`config.mk`:
```
export PLATFORM = sky130hd
export DESIGN_NAME = uart_irq_gen
export DESIGN_NICKNAME = d
export VERILOG_FILES = /design/src/rtl/uart_irq_pkg.sv /design/src/rtl/uart_irq_rx_eval.sv /design/src/rtl/uart_irq_tx_eval.sv /design/src/rtl/uart_irq_pin_reg.sv /design/src/rtl/uart_irq_gen.sv
export SDC_FILE = /design/constraint.sdc
export NUM_CORES = 1
export LEC_CHECK = 0
export BUFFER_PORTS_ARGS = -buffer_cell sky130_fd_sc_hd__buf_4
export CAP_MARGIN = 15
export CORE_MARGIN = 2
export CORE_UTILIZATION = 40
export DETAILED_ROUTE_END_ITERATION = 6
export PLACE_DENSITY = 0.91
export SLEW_MARGIN = 20
export SYNTH_ARGS = -nofsm -noshare
export SYNTH_HDL_FRONTEND = slang
export SYNTH_SLANG_ARGS = --single-unit
```
`constraint.sdc`:
```
create_clock -name clk -period 4.65 [get_ports clk]
set_input_delay 0.6975 -clock clk [delete_from_list [all_inputs] [get_ports clk]]
set_output_delay 0.6975 -clock clk [all_outputs]
set_load 0.1 [all_outputs]
```
`src/rtl/uart_irq_pkg.sv`:
```
// Shared definitions for the serial channel interrupt generator.
// Assumes: the enable mask bit positions below are the software-visible order.
package uart_irq_pkg;
    typedef enum logic {
        TXSRC_HOLD  = 1'b0,
        TXSRC_SHIFT = 1'b1
    } tx_src_e;

    localparam int IE_W  = 2;
    localparam int IE_RX = 0;
    localparam int IE_TX = 1;
endpackage

```
`src/rtl/uart_irq_rx_eval.sv`:
```
// Receive condition evaluator.
// Computes the receive interrupt condition in either the bypassed mode or the FIFO mode.
// Assumes: a trigger level of zero never fires on an empty FIFO.
module uart_irq_rx_eval #(
    parameter int CW = 8
) (
    input  logic          clk,
    input  logic          rst_n,
    input  logic          fifo_en,
    input  logic [CW-1:0] rx_cnt,
    input  logic [CW-1:0] rx_trig,
    input  logic          rx_avail,
    output logic          rx_cond
);
    logic at_trig;
    logic nonempty;

    // Compare the occupancy with the trigger level; an empty FIFO never counts.
    always_comb begin
        nonempty = (rx_cnt != '0);
        at_trig  = (rx_cnt >= rx_trig) && nonempty;
    end

    // Pick the source for the current mode.
    always_comb begin
        rx_cond = fifo_en ? at_trig : rx_avail;
    end


    empty_rx_quiet_chk: assert property (@(posedge clk) disable iff (!rst_n)
        (fifo_en && rx_cnt == '0) |-> !rx_cond);

    bypass_rx_chk: assert property (@(posedge clk) disable iff (!rst_n)
        (!fifo_en && rx_avail) |-> rx_cond);
endmodule

```
`src/rtl/uart_irq_tx_eval.sv`:
```
// Transmit condition evaluator and line-status flags.
// Produces the transmit interrupt condition, the "room" flag and the "fully empty" flag.
// Assumes: thr_full is meaningful only when the FIFOs are bypassed.
module uart_irq_tx_eval #(
    parameter int DEPTH = 128,
    parameter int CW    = 8
) (
    input  logic                 clk,
    input  logic                 rst_n,
    input  logic                 fifo_en,
    input  uart_irq_pkg::tx_src_e tx_src,
    input  logic [CW-1:0]        tx_cnt,
    input  logic [CW-1:0]        tx_trig,
    input  logic                 thr_full,
    input  logic                 tsr_busy,
    output logic                 tx_cond,
    output logic                 room,
    output logic                 all_empty
);
    import uart_irq_pkg::*;

    localparam logic [CW:0] DEPTH_V = (CW+1)'(DEPTH);

    logic hold_empty;
    logic below_trig;

    // Find out whether the holding stage is empty and whether it can accept data.
    always_comb begin
        hold_empty = fifo_en ? (tx_cnt == '0) : !thr_full;
        room       = fifo_en ? ({1'b0, tx_cnt} < DEPTH_V) : !thr_full;
        all_empty  = hold_empty && !tsr_busy;
    end

    // Compare the occupancy with the trigger level.
    always_comb begin
        below_trig = fifo_en && (tx_cnt < tx_trig);
    end

    // Apply the source select to form the transmit condition.
    always_comb begin
        if (tx_src == TXSRC_SHIFT) tx_cond = below_trig || all_empty;
        else                       tx_cond = below_trig || hold_empty;
    end


    empty_implies_room_chk: assert property (@(posedge clk) disable iff (!rst_n)
        all_empty |-> room);

    shift_src_busy_chk: assert property (@(posedge clk) disable iff (!rst_n)
        (!fifo_en && tx_src == TXSRC_SHIFT && tsr_busy) |-> !tx_cond);
endmodule

```
`src/rtl/uart_irq_pin_reg.sv`:
```
// Enable mask register and registered interrupt pin.
// Assumes: synchronous active-low reset; the mask loads on ie_load.
module uart_irq_pin_reg #(
    parameter int IE_W = 2
) (
    input  logic            clk,
    input  logic            rst_n,
    input  logic            ie_load,
    input  logic [IE_W-1:0] ie_val,
    input  logic [IE_W-1:0] cond,
    output logic [IE_W-1:0] mask,
    output logic            pin
);
    // Hold the enable mask.
    always_ff @(posedge clk) begin
        if (!rst_n)       mask <= '0;
        else if (ie_load) mask <= ie_val;
    end

    // Register the OR of the gated conditions.
    always_ff @(posedge clk) begin
        if (!rst_n) pin <= 1'b0;
        else        pin <= |(cond & mask);
    end


    reset_clear_chk: assert property (@(posedge clk)
        !rst_n |=> (mask == '0 && !pin));

    gated_fire_chk: assert property (@(posedge clk) disable iff (!rst_n)
        (|(cond & mask)) |=> pin);

    gated_quiet_chk: assert property (@(posedge clk) disable iff (!rst_n)
        !(|(cond & mask)) |=> !pin);
endmodule

```
`src/rtl/uart_irq_gen.sv`:
```
// Serial channel interrupt generator (top).
// Joins the receive and transmit evaluators with the mask and pin register.
// Assumes: blk_mode steers only ready outputs built elsewhere, so it is not used here.
module uart_irq_gen #(
    parameter int DEPTH = 128,
    parameter int CW    = $clog2(DEPTH + 1)
) (
    input  logic          clk,
    input  logic          rst_n,
    input  logic          fifo_en,
    input  logic          blk_mode,
    input  logic          tx_src,
    input  logic [CW-1:0] rx_cnt,
    input  logic [CW-1:0] rx_trig,
    input  logic [CW-1:0] tx_cnt,
    input  logic [CW-1:0] tx_trig,
    input  logic          thr_full,
    input  logic          tsr_busy,
    input  logic          rx_avail,
    input  logic          ie_load,
    input  logic [1:0]    ie_val,
    output logic          rx_irq,
    output logic          tx_irq,
    output logic [1:0]    ie_mask,
    output logic          irq,
    output logic          tx_room,
    output logic          tx_empty
);
    import uart_irq_pkg::*;

    logic [IE_W-1:0] cond;

    uart_irq_rx_eval #(.CW(CW)) u_rx (
        .clk(clk), .rst_n(rst_n), .fifo_en(fifo_en),
        .rx_cnt(rx_cnt), .rx_trig(rx_trig), .rx_avail(rx_avail),
        .rx_cond(rx_irq)
    );

    uart_irq_tx_eval #(.DEPTH(DEPTH), .CW(CW)) u_tx (
        .clk(clk), .rst_n(rst_n), .fifo_en(fifo_en),
        .tx_src(tx_src_e'(tx_src)), .tx_cnt(tx_cnt), .tx_trig(tx_trig),
        .thr_full(thr_full), .tsr_busy(tsr_busy),
        .tx_cond(tx_irq), .room(tx_room), .all_empty(tx_empty)
    );

    // Place the conditions in mask order.
    always_comb begin
        cond        = '0;
        cond[IE_RX] = rx_irq;
        cond[IE_TX] = tx_irq;
    end

    uart_irq_pin_reg #(.IE_W(IE_W)) u_pin (
        .clk(clk), .rst_n(rst_n), .ie_load(ie_load), .ie_val(ie_val),
        .cond(cond), .mask(ie_mask), .pin(irq)
    );


    blk_mode_inert_chk: assert property (@(posedge clk) disable iff (!rst_n)
        ($changed(blk_mode) && $stable(cond) && $stable(ie_mask)) |=> $stable(irq));
endmodule

```
Word level (Yosys, flattened, before mapping):

Index checks and enable logic that the tools add are counted.

* flip-flop bits (word level): 3
* ROM bits: 0
* memories kept: 0
* bits in writable memories: 0
* latch bits: 0
* logic and storage cells: 20
* output and inout bits: 7

* eq/ne operators: 0
* bitwise operators: 1
* add/subtract/negate cells: 0
* reductions and logical operators: 10
* shifts and indexed selects: 0
* order comparisons: 3
* multipliers: 0
* multiplexer cells: 4
* div/mod/pow operators: 0

Operator list (number)
* $ge 8x8->1: 1
* $logic_not 8->1: 1
* $lt 8x8->1: 1
* $lt 8x8->1 const B: 1
* $reduce_bool 8->1: 1
* $mux 1: 4
* $logic_and 1x1->1: 3
* $and 2x2->2: 1
* $logic_not 1->1: 2
* $logic_or 1x1->1: 2
* $reduce_or 2->1: 1

Longest topological paths before layout:

Gate-level depths: netlist of run 1.

* depth in word-level cells: 7
* gate-level depth with buffers: 7

Cells and area by module:

Synthesis of run 1 repeated with hierarchy kept, for this count alone.

* cell total of the unflattened synthesis: 73
* area, all modules: 568.0 um^2

Modules (own cells, without submodules)
* uart_irq_tx_eval: cells each 32, seq. area each 0.0 um^2, area an instance 235.2 um^2, times used 1
* uart_irq_rx_eval: cells each 32, seq. area each 0.0 um^2, area an instance 226.5 um^2, times used 1
* uart_irq_pin_reg: cells each 9, seq. area each 60.1 um^2, area an instance 106.4 um^2, times used 1

Worst setup path after synthesis of run 1:

No wires, ideal clock.

* path type: input-to-output
* start: input port tx_cnt[2]
* end: output port tx_empty
* stages on the path: 3
* slack: 0.817 ns
* data arrival time: 3.136 ns
* cell sequence: nor4_1 -> a21oi_1 -> nor3_1

* longest elaborated chain between the ends: 3

Ends and longest elaborated chain
* start: declaration: RTL line uart_irq_gen.sv:15 `input logic [CW-1:0] tx_cnt,`
* $logic_not 8->1: RTL line uart_irq_tx_eval.sv:29 `hold_empty = fifo_en ? (tx_cnt == '0) : !thr_full;`
* $mux 1: RTL line uart_irq_tx_eval.sv:29
* $logic_and 1x1->1: RTL line uart_irq_tx_eval.sv:31 `all_empty = hold_empty && !tsr_busy;`
* end: declaration: RTL line uart_irq_gen.sv:27 `output logic tx_empty`

No other way between the ends.

Worst setup path after layout of run 1:

* start: input port rx_cnt[0]
* end: output port rx_irq

* longest elaborated chain between the ends: 3
* elaborated cells between the ends (all ways): 4
* classes of those cells: order compare (1); mux (1); reduce/logical (2)

Ends and longest elaborated chain
* start: declaration: RTL line uart_irq_gen.sv:13 `input logic [CW-1:0] rx_cnt,`
* $ge 8x8->1 or $reduce_bool 8->1 (tied branches): RTL line uart_irq_rx_eval.sv:21, uart_irq_rx_eval.sv:20
* $logic_and 1x1->1 (*): RTL line uart_irq_rx_eval.sv:21 `at_trig = (rx_cnt >= rx_trig) && nonempty;`
* $mux 1 (*): RTL line uart_irq_rx_eval.sv:26 `rx_cond = fifo_en ? at_trig : rx_avail;`
* end: declaration: RTL line uart_irq_gen.sv:22 `output logic rx_irq,`

Every way passes the cells marked *; elsewhere a longest branch is shown, timed or not.

==> flow_summary.json, run 1 <==
{
  "clockPowerShare_pct": 24.8,
  "firstDrtPassIters": 4,
  "syn_nets": 130,
  "path_max_fanout": 2,
  "wl_per_cell_um": 11.3,
  "holdPathStages": 1,
  "hpwlAfterDp_um": 1430,
  "p_switching_uw": 72.3,
  "path_clk_slew_ns": 0.04,
  "cp_cell_sequence": "buf_4 > inv_1 > ha_1 > nand2b_4 > a2111oi_2 > nor3_1 > o221a_1 > buf_4",
  "synth.distinct_cells": 25,
  "power-per-cell-area_mw_per_mm2": 181,
  "finalCritPeriodShare_pct": 61.6,
  "outcome": "completed",
  "antenna_found_initial": 0,
  "syn_to_final_growth_pct": 70.3,
  "setup_tns_ns": 0,
  "slew_violations": 0,
  "tritoncts": "yes",
  "p_int_uw": 106,
  "initial_utilization_pct": 43.8,
  "synthCells": 72,
  "via_count": 709,
  "portBuffers": 48,
  "design_area_um2": 982,
  "min_path_type": "flip-flop to flip-flop",
  "power_uw": 178,
  "critPathTopFamily": "compound AO/OA/AOI/OAI gates",
  "grt_pass1_wl_um": 2890,
  "gr-total-overflow": 0,
  "nets": 183,
  "leakagePower_uw": 0.000571,
  "gp_congestion": 0.808,
  "drtIter0Drc": 3,
  "clock_latency_ns": 0.23,
  "root_buffer": "clkbuf_4",
  "cp_common_cell": "buf_4",
  "yosysWarningCount": 0,
  "critPathArrivalTime_ns": 2.17,
  "placedInstanceArea_um2": 956,
  "antenna_cells": 0,
  "reg2reg_depth": 2,
  "synth_flop_cell": "dfxtp_1",
  "die_height_um": 42.0,
  "cts_hold_buf": 0,
  "combinationalPowerShare_pct": 59.3,
  "wl_um": 1570,
  "die_w_um": 42.0,
  "drtAntennaViolNets": 0,
  "yosysTopAreaCell": "ha_1",
  "cts_made_buffers": 3,
  "fin_crit_ns": 2.86,
  "critPathMaxStageDelay_ns": 0.35,
  "ys_seq_area_share_pct": 10.4,
  "required_ns": 3.95,
  "grt_max_degree": 7,
  "io_pins": 50,
  "hold_violations": 0,
  "finClkSkew_ns": 0.00248,
  "core_area_mm2": 0.00132,
  "ctsLongestPathBuffers": 2,
  "clock.fmax_ghz": 0.349,
  "grtUsageTotal_pct": 20.5,
  "yosys-top-cells-area": "ha_1, inv_1, dfxtp_1, a211oi_1, mux2i_1",
  "drv_cap": 0,
  "critical_path_class": "input port to output pin",
  "synth_area_um2": 577,
  "cp_num_buf_inv": 3,
  "cp.depth": 8,
  "swShare_pct": 40.6,
  "start_kind": "input port",
  "grt_pass1_vias": 773,
  "yosysMostFrequentCell": "inv_1",
  "drc": 0,
  "synth.top_cell.area_share_pct": 32.5,
  "die-area_mm2": 0.00176,
  "routed_via_density": 5.10,
  "irDropWorstVdd_uv": 129,
  "synthTopCellsByCount": "inv_1, ha_1",
  "rsz0062_at_grt": "no",
  "clock-sinks": 3,
  "critPathSlowestCell": "a2111oi_2",
  "htreeDepth": 1,
  "setup_viol": 0,
  "synth_edf_count": 0,
  "postCtsSetupBuffers": 0,
  "whs_ns": 0.530,
  "sequentialPowerShare_pct": 15.9,
  "rows": 13,
  "ys_ff_latch": 3,
  "tightest_slew_ns": 0.271,
  "cp-end-kind": "output pin",
  "layout-drive-gt1-share_pct": 44.4,
  "syn_avg_cell_area_um2": 8.01,
  "cts_resized": 0,
  "async_flop_share_pct": 0,
  "timing.slew.headroom_pct": 81.7
}
[through the flow]
step	setup slack, ns	std cells	util (%)
3_5_place_dp	1.77	135	72.6
2_1_floorplan	0.817	72	-
6_report	1.79	139	74.5
3_3_place_gp	1.80	135	72.6
4_1_cts	1.77	139	74.5
5_1_grt	1.69	139	74.5
[kinds of logic (layout without fill, tap and decap cells)]
logic type / Yosys count / after routing / share of synthesized area [%]
AND/OR/NAND/NOR: 19 / 19 / 20.2
buffers and inverters: 18 / 70 / 11.7
adder cells (fa/ha/maj): 15 / 15 / 32.5
AO/OA/AOI/OAI: 15 / 15 / 21.7
flip-flops: 3 / 3 / 10.4
multiplexers: 2 / 2 / 3.47
[power groups by stage]
stage               clock, µW  combinational [µW]  sequential, µW
detailed placement          0                 106            28.6
finish                   44.2                 106            28.2
CTS                      45.4                 106            28.2
global route             50.0                 115            28.2
floorplan                   0                52.4            39.0
global placement            0                 103            28.6
[worst register-to-register path, stage by stage, from the launching register on]
cell,delay [ns]
dfxtp_1,0.31
and2_1,0.13
a32o_2,0.22
[path summary, 6_finish.rpt]
path / start / slack, ns / end
max: rx_cnt[0] / 1.79 / rx_irq
max reg2reg: u_pin.mask[1] / 3.88 / u_pin.pin
min: u_pin.mask[0] / 0.53 / u_pin.pin
min reg2reg: u_pin.mask[0] / 0.53 / u_pin.pin
[registers in the layout, summed over array words and instances (netlist names)]
name	flops
u_pin.mask	2
u_pin.pin	1
[placed cells by master, fill, tap and decap left out]
| master | synthesis | layout |
|---|---|---|
| buf_4 | 0 | 48 |
| inv_1 | 18 | 18 |
| ha_1 | 15 | 15 |
| nor3_1 | 3 | 3 |
| nor4_1 | 3 | 3 |
| a211oi_1 | 3 | 3 |
| clkbuf_4 | 0 | 3 |
| dfxtp_1 | 3 | 3 |
| nand4_1 | 2 | 2 |
| o21a_1 | 2 | 2 |
| nor2_1 | 2 | 2 |
| a21o_1 | 2 | 2 |
| nand2_1 | 2 | 2 |
| a21oi_1 | 2 | 2 |
| mux2i_1 | 2 | 2 |
| nor2b_1 | 2 | 2 |
| nand2b_4 | 1 | 1 |
| a2111oi_2 | 1 | 1 |
| nand4b_1 | 1 | 1 |
| nand3_1 | 1 | 1 |
| o221a_1 | 1 | 1 |
| or3b_1 | 1 | 1 |
| o2111ai_1 | 1 | 1 |
| o211ai_1 | 1 | 1 |
| a31o_2 | 1 | 1 |
| and2_1 | 1 | 1 |
| a32o_2 | 1 | 1 |
| clkbuf_1 | 0 | 1 |
[per-layer routing]
metal | GRT usage, % | part of all wire, % | up-vias | wire, µm
li1 | - | - | 366 | -
met1 | 20.1 | 38 | 308 | 592
met2 | 41.9 | 52 | 33 | 824
met3 | 1.29 | 8.8 | 2 | 139
met4 | 10.3 | 0.95 | 0 | 15
met5 | 0 | 0 | - | 0
[cell type report]
class | instances | area [µm²]
well taps | 15 | 18.8
fillers | 108 | 335
clock buffers | 4 | 26.3
inverters | 18 | 67.6
flip-flops and latches | 3 | 60.1
multi-input cells | 51 | 449
repair buffers | 48 | 360
Power figures use the tool's default switching activity.
==> inputs of run 2 (changes only) <==
Settings changed: CORE_UTILIZATION 40 to 33, PLACE_DENSITY 0.91 to 0.81.
Clock period 4.65 ns to 2.4 ns, I/O delays scaled along.
==> flow_summary.json, run 2 (same netlist as run 1, synthesis figures left out) <==
{
  "outcome": "completed",
  "grt_pass1_wl_um": 2470,
  "io_pins": 50,
  "setup_slack_ns": 0.208,
  "tightest_slew_ns": 0.344,
  "die_w_um": 45.8,
  "drtAntennaViolNets": 0,
  "cp-end-kind": "output pin",
  "power-per-cell-area_mw_per_mm2": 356,
  "die_height_um": 45.8,
  "finClkSkew_ns": 0.00174,
  "top_register": "u_pin.mask",
  "critical_path_class": "input port to output pin",
  "whs_ns": 0.364,
  "drv_cap": 0,
  "hold_violations": 0,
  "cp_common_cell": "buf_4",
  "clock_latency_ns": 0.24,
  "largest_register_ffs": 2,
  "timing.slew.headroom_pct": 76.8,
  "firstDrtPassIters": 3,
  "ctsLongestPathBuffers": 2,
  "grt_util_met3_pct": 7.54,
  "tritoncts": "yes",
  "holdPathStages": 2,
  "leakagePower_uw": 0.000572,
  "start_kind": "input port",
  "clock.fmax_ghz": 0.456,
  "cp_cell_sequence": "buf_4 > inv_1 > ha_1 > nand2b_4 > a2111oi_2 > nor3_1 > o221a_1 > buf_4",
  "regArea_um2": 60.1,
  "cts_hold_buf": 0,
  "slew_violations": 0,
  "wl_per_cell_um": 11.6,
  "stdcell_count": 141,
  "drtIter0Drc": 6,
  "critPathSlowestCell": "a2111oi_2",
  "wl_um": 1640,
  "antenna_cells": 0,
  "layout_commonest_cell": "buf_4",
  "portBuffers": 48,
  "routed_via_density": 5.09,
  "grtUsageTotal_pct": 16.1,
  "fin_util_pct": 58.6,
  "gr-total-overflow": 0,
  "required_ns": 2.04,
  "antenna_found_initial": 0,
  "setup_tns_ns": 0,
  "critPathTopFamily": "compound AO/OA/AOI/OAI gates",
  "multi_input_area_um2": 454,
  "fillCellCount": 160,
  "min_path_type": "input port to flip-flop",
  "fin_crit_ns": 2.19,
  "syn_to_final_growth_pct": 71.6,
  "critPathArrivalTime_ns": 1.83,
  "path_clk_slew_ns": 0.04,
  "root_buffer": "clkbuf_4",
  "critPathMaxStageDelay_ns": 0.34,
  "reg2reg_depth": 2,
  "path_max_fanout": 2,
  "cts_made_buffers": 3,
  "post-place-cells": 137,
  "drc": 0,
  "cp_num_buf_inv": 3,
  "largest_registers": "u_pin.mask (2), u_pin.pin (1)",
  "cts_resized": 0,
  "rsz0062_at_grt": "no",
  "final_cell_mix": "buf_4, inv_1, ha_1",
  "gp_congestion": 0.807,
  "layout-drive-gt1-share_pct": 45.2,
  "cp.depth": 8,
  "initial_utilization_pct": 34.1,
  "via_count": 718,
  "postCtsSetupBuffers": 0,
  "irDropWorstVdd_uv": 219,
  "use_met1_pct": 15.4,
  "grt_max_degree": 7,
  "rows": 15,
  "nets": 183,
  "htreeDepth": 1,
  "top_usage_layer": "met2",
  "setup_viol": 0,
  "grt_pass1_vias": 693,
  "core_area_mm2": 0.00169,
  "die-area_mm2": 0.00210,
  "finalCritPeriodShare_pct": 91.3,
  "clock-sinks": 3,
  "use_met2_pct": 32.1,
  "hpwlAfterDp_um": 1460,
  "dp_slack_ns": 0.195
}
[run 2: changes by cell type in the layout (fill, tap and decap cells not counted)]
cell / change
nor3_1: -1
nor3_2: +1
[run 2: cell type report]
type / instances / share of cell area, %
Clock buffer: 4 / 2.65
Inverter: 18 / 6.83
Multi-Input combinational cell: 51 / 45.9
Sequential cell: 3 / 6.07
Tap cell: 17 / 2.15
Timing Repair Buffer: 48 / 36.4
[run 2: metal layers]
| layer | share of wire, % | up-vias |
|---|---|---|
| met3 | 11 | 2 |
| met4 | 0.85 | 0 |
| met1 | 39 | 310 |
| met2 | 49 | 41 |
| li1 | - | 365 |
| met5 | 0 | - |
[run 2: path summary, 6_finish.rpt]
path                 startpoint       endpoint  slack [ns]
hold / removal            rst_n  u_pin.mask[0]        0.36
setup / recovery      rx_cnt[0]         rx_irq        0.21
hold reg to reg   u_pin.mask[1]  u_pin.mask[1]        0.54
setup reg to reg  u_pin.mask[1]      u_pin.pin        1.63
[run 2: metrics by stage]
stage / total power (µW) / cell area (µm²)
detailed placement: 261 / 963
CTS: 358 / 990
finish: 352 / 990
global placement: 256 / 963
floorplan: 178 / 582
global route: 382 / 990
[run 2: report_power, final]
part	switching (µW)	internal, µW	total, µW
clock network	30.1	62.6	92.7
registers	1.63	53.0	54.6
logic	115	89.7	205
total	147	205	352
